### src/rtl/crm_pkg.sv
package crm_pkg;
    typedef enum logic [1:0] {
        ST_IDLE  = 2'd0,
        ST_ARM   = 2'd1,
        ST_COUNT = 2'd2
    } crm_state_e;
endpackage

### src/rtl/crm_edge_sync.sv
module crm_edge_sync #(
    parameter int STAGES = 2
) (
    input  logic clk,
    input  logic rst_n,
    input  logic async_i,
    output logic rise_o
);
    // Synchroniser stages plus one history flop for edge detection.
    logic [STAGES:0] sh_q;

    always_ff @(posedge clk) begin
        if (!rst_n) sh_q <= '0;
        else        sh_q <= {sh_q[STAGES-1:0], async_i};
    end

    assign rise_o = sh_q[STAGES-1] & ~sh_q[STAGES];

    // Two slow edges never arrive back to back in the fast domain.
    p_rise_gap_r2: assert property (@(posedge clk) disable iff (!rst_n)
        rise_o |=> !rise_o);
endmodule

### src/rtl/crm_window_fsm.sv
module crm_window_fsm
    import crm_pkg::*;
#(
    parameter int RES_W     = 13,
    parameter int WIN_EDGES = 4
) (
    input  logic             clk,
    input  logic             rst_n,
    input  logic             en_i,
    input  logic             edge_i,
    output logic             done_o,
    output logic [RES_W-1:0] cnt_o
);
    localparam int EW = $clog2(WIN_EDGES + 1);
    localparam logic [RES_W-1:0] CNT_MAX  = '1;
    localparam logic [EW-1:0]    LAST_EDG = EW'(WIN_EDGES - 1);

    crm_state_e       state_q, state_d;
    logic [RES_W-1:0] cnt_q;
    logic [EW-1:0]    edg_q;
    logic             last_edge;

    assign last_edge = edge_i && (edg_q == LAST_EDG);

    // State register
    always_ff @(posedge clk) begin
        if (!rst_n) state_q <= ST_IDLE;
        else        state_q <= state_d;
    end

    // Next-state logic
    always_comb begin
        state_d = state_q;
        unique case (state_q)
            ST_IDLE:  if (en_i) state_d = ST_ARM;
            ST_ARM:   if (!en_i) state_d = ST_IDLE;
                      else if (edge_i) state_d = ST_COUNT;
            ST_COUNT: if (!en_i) state_d = ST_IDLE;
            default:  state_d = ST_IDLE;
        endcase
    end

    // Window counters: cleared outside an open window and at each window end.
    always_ff @(posedge clk) begin
        if (!rst_n) begin
            cnt_q <= '0;
            edg_q <= '0;
        end else if (state_q == ST_COUNT && en_i && !last_edge) begin
            if (cnt_q != CNT_MAX) cnt_q <= cnt_q + 1'b1;
            if (edge_i) edg_q <= edg_q + 1'b1;
        end else begin
            cnt_q <= '0;
            edg_q <= '0;
        end
    end

    assign done_o = (state_q == ST_COUNT) && en_i && last_edge;
    assign cnt_o  = cnt_q;

    p_off_idle_r5: assert property (@(posedge clk) disable iff (!rst_n)
        !en_i |=> state_q == ST_IDLE);
    p_count_via_arm_r2: assert property (@(posedge clk) disable iff (!rst_n)
        (state_q == ST_COUNT) |-> $past(state_q) != ST_IDLE);
endmodule

### src/rtl/crm_result_latch.sv
module crm_result_latch #(
    parameter int RES_W = 13
) (
    input  logic             clk,
    input  logic             rst_n,
    input  logic             load_i,
    input  logic [RES_W-1:0] cnt_i,
    output logic [RES_W-1:0] result_o
);
    localparam logic [RES_W-1:0] CNT_MAX = '1;

    // The closing cycle itself adds one; a counter already at the ceiling stays saturated.
    logic [RES_W-1:0] final_cnt;
    assign final_cnt = (cnt_i == CNT_MAX) ? CNT_MAX : cnt_i + 1'b1;

    always_ff @(posedge clk) begin
        if (!rst_n)      result_o <= '0;
        else if (load_i) result_o <= final_cnt;
    end

    p_hold_r3: assert property (@(posedge clk) disable iff (!rst_n)
        !load_i |=> $stable(result_o));
endmodule

### src/rtl/clk_ratio_meter.sv
module clk_ratio_meter #(
    parameter int DATA_W    = 32,
    parameter int RES_W     = 13,
    parameter int WIN_EDGES = 4,
    parameter int SYNC_STG  = 2,
    parameter int EN_BIT    = 31
) (
    input  logic              clk,
    input  logic              rst_n,
    input  logic              slow_clk,
    input  logic              reg_wr,
    input  logic [DATA_W-1:0] reg_wdata,
    output logic [DATA_W-1:0] reg_rdata
);
    logic             en_q;
    logic             slow_rise;
    logic             win_done;
    logic [RES_W-1:0] win_cnt;
    logic [RES_W-1:0] result;

    always_ff @(posedge clk) begin
        if (!rst_n)      en_q <= 1'b0;
        else if (reg_wr) en_q <= reg_wdata[EN_BIT];
    end

    crm_edge_sync #(.STAGES(SYNC_STG)) u_sync (
        .clk(clk), .rst_n(rst_n), .async_i(slow_clk), .rise_o(slow_rise)
    );

    crm_window_fsm #(.RES_W(RES_W), .WIN_EDGES(WIN_EDGES)) u_fsm (
        .clk(clk), .rst_n(rst_n), .en_i(en_q), .edge_i(slow_rise),
        .done_o(win_done), .cnt_o(win_cnt)
    );

    crm_result_latch #(.RES_W(RES_W)) u_latch (
        .clk(clk), .rst_n(rst_n), .load_i(win_done), .cnt_i(win_cnt),
        .result_o(result)
    );

    // Read mux: unused bits are zero.
    always_comb begin
        reg_rdata              = '0;
        reg_rdata[EN_BIT]      = en_q;
        reg_rdata[RES_W-1:0]   = result;
    end

    p_en_write_r1: assert property (@(posedge clk) disable iff (!rst_n)
        reg_wr |=> reg_rdata[EN_BIT] == $past(reg_wdata[EN_BIT]));
endmodule

### config.mk
export PLATFORM = sky130hd
export DESIGN_NAME = clk_ratio_meter
export DESIGN_NICKNAME = d
export VERILOG_FILES = /design/src/rtl/crm_pkg.sv /design/src/rtl/crm_edge_sync.sv /design/src/rtl/crm_window_fsm.sv /design/src/rtl/crm_result_latch.sv /design/src/rtl/clk_ratio_meter.sv
export SDC_FILE = /design/constraint.sdc
export NUM_CORES = 1
export LEC_CHECK = 0
export CORE_ASPECT_RATIO = 0.7
export CORE_MARGIN = 4
export CORE_UTILIZATION = 25
export CTS_CLUSTER_DIAMETER = 120
export DETAILED_ROUTE_END_ITERATION = 16
export DONT_BUFFER_PORTS = 1
export PLACE_DENSITY = 0.45
export SETUP_SLACK_MARGIN = 0.05
export SYNTH_ARGS = -nofsm -noshare
export SYNTH_HDL_FRONTEND = slang
export SYNTH_SLANG_ARGS = --single-unit
### constraint.sdc
create_clock -name clk -period 2.5 [get_ports clk]
set_clock_uncertainty 0.05 [all_clocks]
set_input_delay 0.375 -clock clk [delete_from_list [all_inputs] [get_ports clk]]
set_output_delay 0.375 -clock clk [all_outputs]
set_load 0.05 [all_outputs]
After elaboration in Yosys (flattened, before gate mapping)
Index checks and enable logic that the tools add are counted.
W data, S select, Z words.
Storage, ports and cells
  word-level logic and storage cells: 32
  output and inout bits: 32
  latch bits: 0
  RAM bits: 0
  memories: 0
  ROM bits: 0
  register bits: 35
Cells by class
  multipliers: 0
  order comparisons: 0
  reduce and logical (&&, ||, !) cells: 8
  shift-type cells: 0
  muxes and demuxes: 6
  equal/unequal tests: 8
  add/subtract/negate cells: 2
  div/mod/pow operators: 0
  bitwise operators: 2
Operators with widths (number)
  $add A13 B1 Y13 const B: 1
  $eq A13 B13 Y1 const B: 1
  $mux W13: 1
  $ne A13 B13 Y1 const B: 1
  $mux W2: 4
  $pmux W2 S3: 1
  $logic_and A1 B1 Y1: 4
  $ne A2 B2 Y1 const B: 2
  $add A3 B1 Y3 const B: 1
  $eq A3 B2 Y1 const B: 1
  $ne A3 B2 Y1 const B: 1
  $reduce_and A3 Y1: 1
  $eq A2 B1 Y1 const B: 1
  $eq A2 B2 Y1 const B: 1
  $logic_not A2 Y1: 1
  $reduce_and A2 Y1: 1
  $and A1 B1 Y1: 1
  $logic_not A1 Y1: 1
  $not A1 Y1: 1

Depth between registers and ports, before layout
Gate-level depths: netlist (run 1).
  depth in word-level cells: 6
  gate-level depth with buffers: 6
  gate-level depth less buffers: 5

Modules after synthesis
From an unflattened synthesis (run 1), not the netlist that was laid out.
Second synthesis, totals
  cell total of the unflattened synthesis: 195
  area, all modules: 1835.5 µm²
By module, submodules not included
  crm_window_fsm: seq. area each 360.3 µm², times used 1, cells an instance 93, area an instance 855.8 µm²
  crm_result_latch: seq. area each 260.2 µm², times used 1, cells an instance 72, area an instance 704.4 µm²
  clk_ratio_meter: seq. area each 20.0 µm², times used 1, cells an instance 23, area an instance 182.7 µm²
  crm_edge_sync: seq. area each 60.1 µm², times used 1, cells an instance 7, area an instance 92.6 µm²

Least setup slack after synthesis (run 1)
Ideal clock, no wire load.
  path type: reg2reg
  start: register u_fsm.cnt_q[0], in the netlist u_fsm.cnt_o[0]
  end: register u_latch.result_o[0]
  path slack: 0.789 ns
  cell stages (with the launch flop): 6
  arrival: 1.587 ns
  period minus slack after synthesis: 1.711 ns
  data required time: 2.376 ns
  library setup time: 0.074 ns
  cell sequence: dfxtp_1 ha_1 nand3_1 or4_4 buf_6 a31oi_1
Between the ends
  longest elaborated chain between the ends: 2
  elaborated cells on any way between the ends: 3
  those cells by class: 1 x add/sub; 1 x eq/ne; 1 x mux
RTL lines
  start: declaration: line crm_window_fsm.sv:19  | logic [RES_W-1:0] cnt_q;
  start signal: assignment: line crm_window_fsm.sv:49  | if (cnt_q != CNT_MAX) cnt_q <= cnt_q + 1'b1;
  $add A13 B1 Y13 or $eq A13 B13 Y1 (tied branches): line crm_result_latch.sv:14  | assign final_cnt = (cnt_i == CNT_MAX) ? CNT_MAX : cnt_i + 1'b1;
  $mux W13 *: line crm_result_latch.sv:14
  end signal: assignment: line crm_result_latch.sv:18  | else if (load_i) result_o <= final_cnt;
  end: declaration: line crm_result_latch.sv:8  | output logic [RES_W-1:0] result_o
Every way passes the cells marked *; elsewhere a longest branch is shown, timed or not.
A chain may end at the register's enable or synchronous reset.

Final worst setup path (run 1)
  start: register u_fsm.cnt_q[0], in the netlist u_fsm.cnt_o[0]
  end: register u_fsm.cnt_q[0], in the netlist u_fsm.cnt_o[0]
Between the ends
  longest elaborated chain between the ends: 1
  elaborated cells on any way between the ends: 2
  those cells by class: 1 x add/sub; 1 x eq/ne
RTL lines (line)
  $add A13 B1 Y13 or $ne A13 B13 Y1 (tied branches): crm_window_fsm.sv:49
Several ways; a longest one is shown, not always the timed one.

==> summary.md, run 1 <==
| Metric | Value |
|---|---|
| Run status | `complete, no violations` |
| Ys Warns | `0` |
| Total CTS buffers | `5` |
| Final worst slack | `0.433 ns` |
| Die area | `7470 µm²` |
| Worst R2R End | `u_fsm.cnt_o[0]` |
| Port Buffers | `0` |
| Synth area leaders | `dfxtp_1, buf_4, a21oi_1` |
| Setup crit end kind | `flip-flop` |
| CP Launch Point | `u_fsm.cnt_o[0]` |
| Vias | `1059` |
| Synth cell count leaders | `dfxtp_1, buf_4, nor2_1` |
| Dpl hpwl | `2280 µm` |
| Number of global-route vias before repair | `978` |
| Top Ports | `68` |
| Leakage | `0.579 nW` |
| Pre-Repair DR Iteration Count | `4` |
| Post-CTS Hold Buffers | `0` |
| Crit-path cells | `ha_1, nand3_1, or4_4, xnor2_1, nor2_1` |
| Post-synthesis cell type count | `36` |
| Pin count of the biggest net entering global routing | `19` |
| Final Hold Fails | `0` |
| Final Slew Violations | `0` |
| F_max | `484 MHz` |
| Worst Hold Launch | `rst_n` |
| Worst r2r src | `u_fsm.cnt_o[0]` |
| Row count | `23` |
| Die height | `73.5 µm` |
| CP Data Arrival Time | `2.17 ns` |
| Overall routing resource usage | `0.0924` |
| Cell count after synthesis | `170` |
| Max-Cap Viols | `0` |
| Seq/Total Area, Yosys | `0.457` |
| Final worst-path cycle share | `0.827` |
| Setup TNS | `0 ns` |
| VDD IR-drop max | `209 µV` |
| FF-to-FF setup slack | `0.43 ns` |
| TritonCTS clock tree | `done` |
| Critical path's largest stage delay | `0.60 ns` |
| Final non-filler cell total | `246` |
| Hold slack final | `0.168 ns` |
| Crit path max-delay family | `simple AND/OR/NAND/NOR gates` |
| DR DRC count | `0` |
| Setup-failing EPs final | `0` |
| Slowest CP cell | `or4_4` |
| Worst Reg-to-Reg Cells | `5` |
| Post-synth top area share | `0.457` |
| Clock Sink Count | `35` |
| CTS Root Cell | `clkbuf_8` |
| Clock Tree Buf Depth | `2` |
| Setup repair bufs after CTS | `0` |
| Hold path cells | `1` |
| Asr flop ratio synth | `0` |
| Synthesized area | `1530 µm²` |
| Main synth FF type | `dfxtp_1` |
| Final Wtd Congestion | `0.805` |
| RSZ-0062 raised after global routing | `no` |
| CTS H-tree depth | `2` |
| Initial antenna violation count | `0` |
| Final Net Count | `211` |
| Slew headroom | `0.609` |
| Hold Path Sink | `u_sync.sh_q[0]` |
| Hold WC Path Type | `in -> reg` |
| Clk_lat worst skew | `0.28 ns` |
| Util after Layout | `0.276` |
| Die Wd | `102 µm` |
| CP Launch Type | `flip-flop` |
| Leading area contributor after synthesis | `dfxtp_1` |
| Resized cells post-CTS | `0` |
| Vias per cell | `4.30` |
| Share of layout cells above drive strength 1 | `0.0702` |
| # diodes | `0` |
| Worst-Margin Slew | `0.582 ns` |
| Crit path buf inv count | `0` |
| Area grow syn2layout | `5.06%` |
| Avg Cell Area, Syn | `9.02 µm²` |
| Final Critical Period | `2.07 ns` |
| Count leader, synth | `dfxtp_1` |
| Critical Path RT | `2.60 ns` |
| Critical path depth | `5` |
| Starting Density | `0.262` |
| Routed wire per std cell | `12.9 µm` |
| Core ar. | `5840 µm²` |
| Setup CP Type | `reg -> reg` |
| Gr ovfl total | `0` |
| Total Routed Length | `3170 µm` |
| Worst-path maximum fanout | `12` |
| Pwr/cell area | `629 nW/µm²` |
| Post-route ant nets | `0` |
| Inst Count DP | `240` |
| Clk slew on worst S/H paths | `0.06 ns` |
| Post-synth EDFFs | `0` |
| 1st-iter DRT viols | `42` |
| First-pass GRT wire length | `5110 µm` |
| Pre-CTS WS | `0.471 ns` |
| #FFs+latches synth | `35` |
registers in the layout, indices dropped and copies added (netlist names):
name / count
en_q: 1
u_fsm.state_q: 2
u_fsm.edg_q: 3
u_sync.sh_q: 3
u_fsm.cnt_o: 13
u_latch.result_o: 13
where the power goes:
part	total [W]	internal [W]	switching, W
registers	0.000562	0.000561	0.00000108
logic	0.0000738	0.00000580	0.0000680
clock network	0.000377	0.000186	0.000191
total	0.00101	0.000752	0.000260
worst reg2reg max path, stage by stage (launching register included):
cell and delay (ns):
dfxtp_1 0.45, ha_1 0.32, nand3_1 0.28, or4_4 0.60, xnor2_1 0.18, nor2_1 0.05
cell families after synthesis:
kind of cell / count (synthesis) / synth area share
compound gates: 41 / 0.158
simple gates: 50 / 0.169
buf+inv: 29 / 0.124
other cells: 1 / 0.00245
flops: 35 / 0.457
mux: 3 / 0.0196
fa+ha+maj: 3 / 0.0245
xor+xnor: 8 / 0.0457
through the flow:
step | power, W | area, µm²
2_1_floorplan | 0.000669 | 1600
3_3_place_gp | 0.000648 | 1540
3_5_place_dp | 0.000648 | 1540
4_1_cts | 0.00103 | 1610
5_1_grt | 0.00106 | 1610
6_report | 0.00101 | 1610
final cells by class:
class	count	area (µm²)
clock buffer	6	72.6
fill	634	4230
inverter	4	15.0
multi-input combinational	123	706
sequential	35	701
tap	75	93.8
timing repair buffer	3	22.5
worst max-delay path by stage:
stage / to / slack [ns]
6_report: u_fsm.cnt_o[0] / 0.43
4_1_cts: u_fsm.cnt_o[0] / 0.44
2_1_floorplan: u_latch.result_o[0] / 0.79
5_1_grt: u_latch.result_o[4] / 0.23
3_5_place_dp: u_fsm.cnt_o[0] / 0.47
3_3_place_gp: u_fsm.cnt_o[0] / 0.43
cell usage in the layout (no fill, tap or decap), types with 3 or more instances in the layout:
master | Yosys | routed
and2_1 | 3 | 3
conb_1 | 1 | 18
xnor2_1 | 6 | 6
clkbuf_8 | 0 | 5
nand4_1 | 4 | 4
buf_4 | 19 | 3
dfxtp_1 | 35 | 35
nand2_1 | 8 | 8
inv_1 | 4 | 4
mux2i_1 | 3 | 3
o21ai_0 | 12 | 12
ha_1 | 3 | 3
nor3_1 | 4 | 4
a21oi_1 | 15 | 15
a31oi_1 | 5 | 5
nor2_1 | 17 | 17
nand3_1 | 4 | 4
routing by layer:
layer / share of wire / vias to the layer above / track usage
met5: 0 / - / 0
met4: 0.013 / 0 / 0.0354
met2: 0.35 / 24 / 0.107
met3: 0.072 / 5 / 0.0474
met1: 0.57 / 470 / 0.138
li1: - / 560 / -
(Power assumes the default switching activity.)
==> inputs of run 2 (changes only) <==
Clock period 2.5 ns to 2.1 ns, I/O delays scaled along.
==> run 2 against run 1 <==
  * Utilization grew 0.64 points
  * Sequential share of layout area shrank 0.99 points
  * Fmax grew 10%
  * Setup slack lost 0.21 ns
  * Clock power grew 25%
  * Combinational power grew 18%
  * Non-clock buffer count grew 3
  * Sequential power grew 19%
  * Critical path type unchanged
  * Largest power group unchanged
==> summary.md, run 2 (synthesis gave the netlist of run 1 again) <==
| Metric | Value |
|---|---|
| Vias | `1090 (+2.9%)` |
| Die area | `7470 µm² (unchanged)` |
| VDD IR-drop max | `196 µV (-6.6%)` |
| Worst-Margin Slew | `0.614 ns (+0.0329 ns)` |
| Slew headroom | `0.590 (-0.0183)` |
| Setup-failing EPs final | `0 (unchanged)` |
| Die Wd | `102 µm (unchanged)` |
| Final Critical Period | `1.88 ns (-0.192 ns)` |
| Final Slew Violations | `0 (unchanged)` |
| CTS H-tree depth | `2 (unchanged)` |
| Pwr/cell area | `746 nW/µm² (+19%)` |
| TritonCTS clock tree | `done` |
| First-pass GRT wire length | `5260 µm (+3.0%)` |
| Max-Cap Viols | `0 (unchanged)` |
| Top Ports | `68 (unchanged)` |
| Starting Density | `0.262 (unchanged)` |
| Most frequent cells in the layout | `dfxtp_1, conb_1, nor2_1` |
| Final worst-path cycle share | `0.893 (+0.0662)` |
| Share of layout cells above drive strength 1 | `0.0966 (+0.0264)` |
| Most common cell after layout, fill and taps aside | `dfxtp_1` |
| Routed wire per std cell | `12.9 µm (+0.23%)` |
| Gr ovfl total | `0 (unchanged)` |
| Setup TNS | `0 ns (unchanged)` |
| F_max | `533 MHz (+10%)` |
| Port Buffers | `0 (unchanged)` |
| Worst R2R End | `u_fsm.cnt_o[0]` |
| CP Data Arrival Time | `1.98 ns (-0.19 ns)` |
| Row count | `23 (unchanged)` |
| Die height | `73.5 µm (unchanged)` |
| Pin count of the biggest net entering global routing | `18 (-1)` |
| Clock Tree Buf Depth | `2 (unchanged)` |
| CP endpoint | `u_fsm.cnt_o[0]` |
| Run status | `complete, no violations` |
| 1st-iter DRT viols | `42 (unchanged)` |
| CTS Root Cell | `clkbuf_8` |
| Total CTS buffers | `5 (unchanged)` |
| Critical Path RT | `2.20 ns (-0.40 ns)` |
| Clock Sink Count | `35 (unchanged)` |
| # diodes | `0 (unchanged)` |
| Final worst slack | `0.225 ns (-0.208 ns)` |
| Clk slew on worst S/H paths | `0.07 ns (about the same)` |
| DR DRC count | `0 (unchanged)` |
| Final Net Count | `214 (+1.4%)` |
| Setup repair bufs after CTS | `0 (unchanged)` |
| Worst Reg-to-Reg Cells | `5 (unchanged)` |
| Setup crit end kind | `flip-flop` |
| Final Hold Fails | `0 (unchanged)` |
| Area grow syn2layout | `7.51%` |
| Hold WC Path Type | `in -> reg` |
| Final Wtd Congestion | `0.747 (-7.2%)` |
| FF-to-FF setup slack | `0.22 ns (-0.21 ns)` |
| Post-route ant nets | `0 (unchanged)` |
| Initial antenna violation count | `0 (unchanged)` |
| Worst r2r src | `u_fsm.cnt_o[1]` |
| RSZ-0062 raised after global routing | `no` |
| Number of global-route vias before repair | `1003 (+2.6%)` |
| Pre-Repair DR Iteration Count | `6 (+2)` |
| CP Launch Point | `u_fsm.cnt_o[1]` |
| Util after Layout | `0.282 (+0.00643)` |
| Overall routing resource usage | `0.0961 (+0.00368)` |
| Worst-path maximum fanout | `12 (unchanged)` |
| Total Routed Length | `3240 µm (+2.3%)` |
| Pre-CTS WS | `0.276 ns (-0.195 ns)` |
| Core ar. | `5840 µm² (unchanged)` |
| Dpl hpwl | `2350 µm (+3.0%)` |
| Clk_lat worst skew | `0.29 ns (about the same)` |
| Vias per cell | `4.34 (+0.88%)` |
| Hold slack final | `0.0976 ns (-0.0699 ns)` |
| Setup CP Type | `reg -> reg` |
| Leakage | `0.600 nW (+3.5%)` |
| CP Launch Type | `flip-flop` |
-- run 2: metal layers --
| metal | part of all wire | routed length (µm) | global-route usage |
|---|---|---|---|
| met1 | 0.56 | 1830 | 0.144 |
| met2 | 0.34 | 1110 | 0.109 |
| met3 | 0.072 | 235 | 0.0427 |
| met4 | 0.021 | 68 | 0.0487 |
| met5 | 0 | 0 | 0 |
-- run 2: final cells by class --
type	instances	area, µm²
fillers	632	4190
flip-flops and latches	35	701
inverters	4	15.0
well taps	75	93.8
clock inverters	1	5.00
clock buffers	7	76.3
multi-input cells	123	712
repair buffers	6	45.0
-- run 2: power breakdown --
part	switching, W	leakage [nW]	internal (W)
Clock	0.000239	0.0422	0.000233
Combinational	0.0000803	0.275	0.00000688
Sequential	0.00000248	0.283	0.000668
-- run 2: worst min-delay path by stage --
stage,start,endpoint,slack (ns),cells past startpoint
floorplan,u_fsm.state_q[1],u_fsm.state_q[0],0.35,1
global placement,u_fsm.state_q[1],u_fsm.state_q[0],0.36,1
detailed placement,u_sync.sh_q[0],u_sync.sh_q[1],0.37,1
CTS,rst_n,u_sync.sh_q[1],0.09,1
global route,rst_n,u_sync.sh_q[0],0.09,1
finish,rst_n,u_sync.sh_q[1],0.1,1
-- run 2: stage by stage --
step	power, W	cell area [µm²]	cells
detailed placement	0.000772	1560	243
floorplan	0.000797	1600	187
CTS	0.00125	1640	251
global route	0.00128	1650	251
global placement	0.000771	1560	243
finish	0.00123	1650	251
-- run 2: worst max-delay path, cell delays in order (launching register included) --
cell and delay (ns):
dfxtp_1 0.40, ha_1 0.20, nand3_1 0.26, or4_4 0.61
xnor2_1 0.17, nor2_1 0.05
-- run 2: what timing repair did --
action	CTS	global route
hold buffers	0	0
setup endpoints to repair	0	6
gates resized for setup	0	1
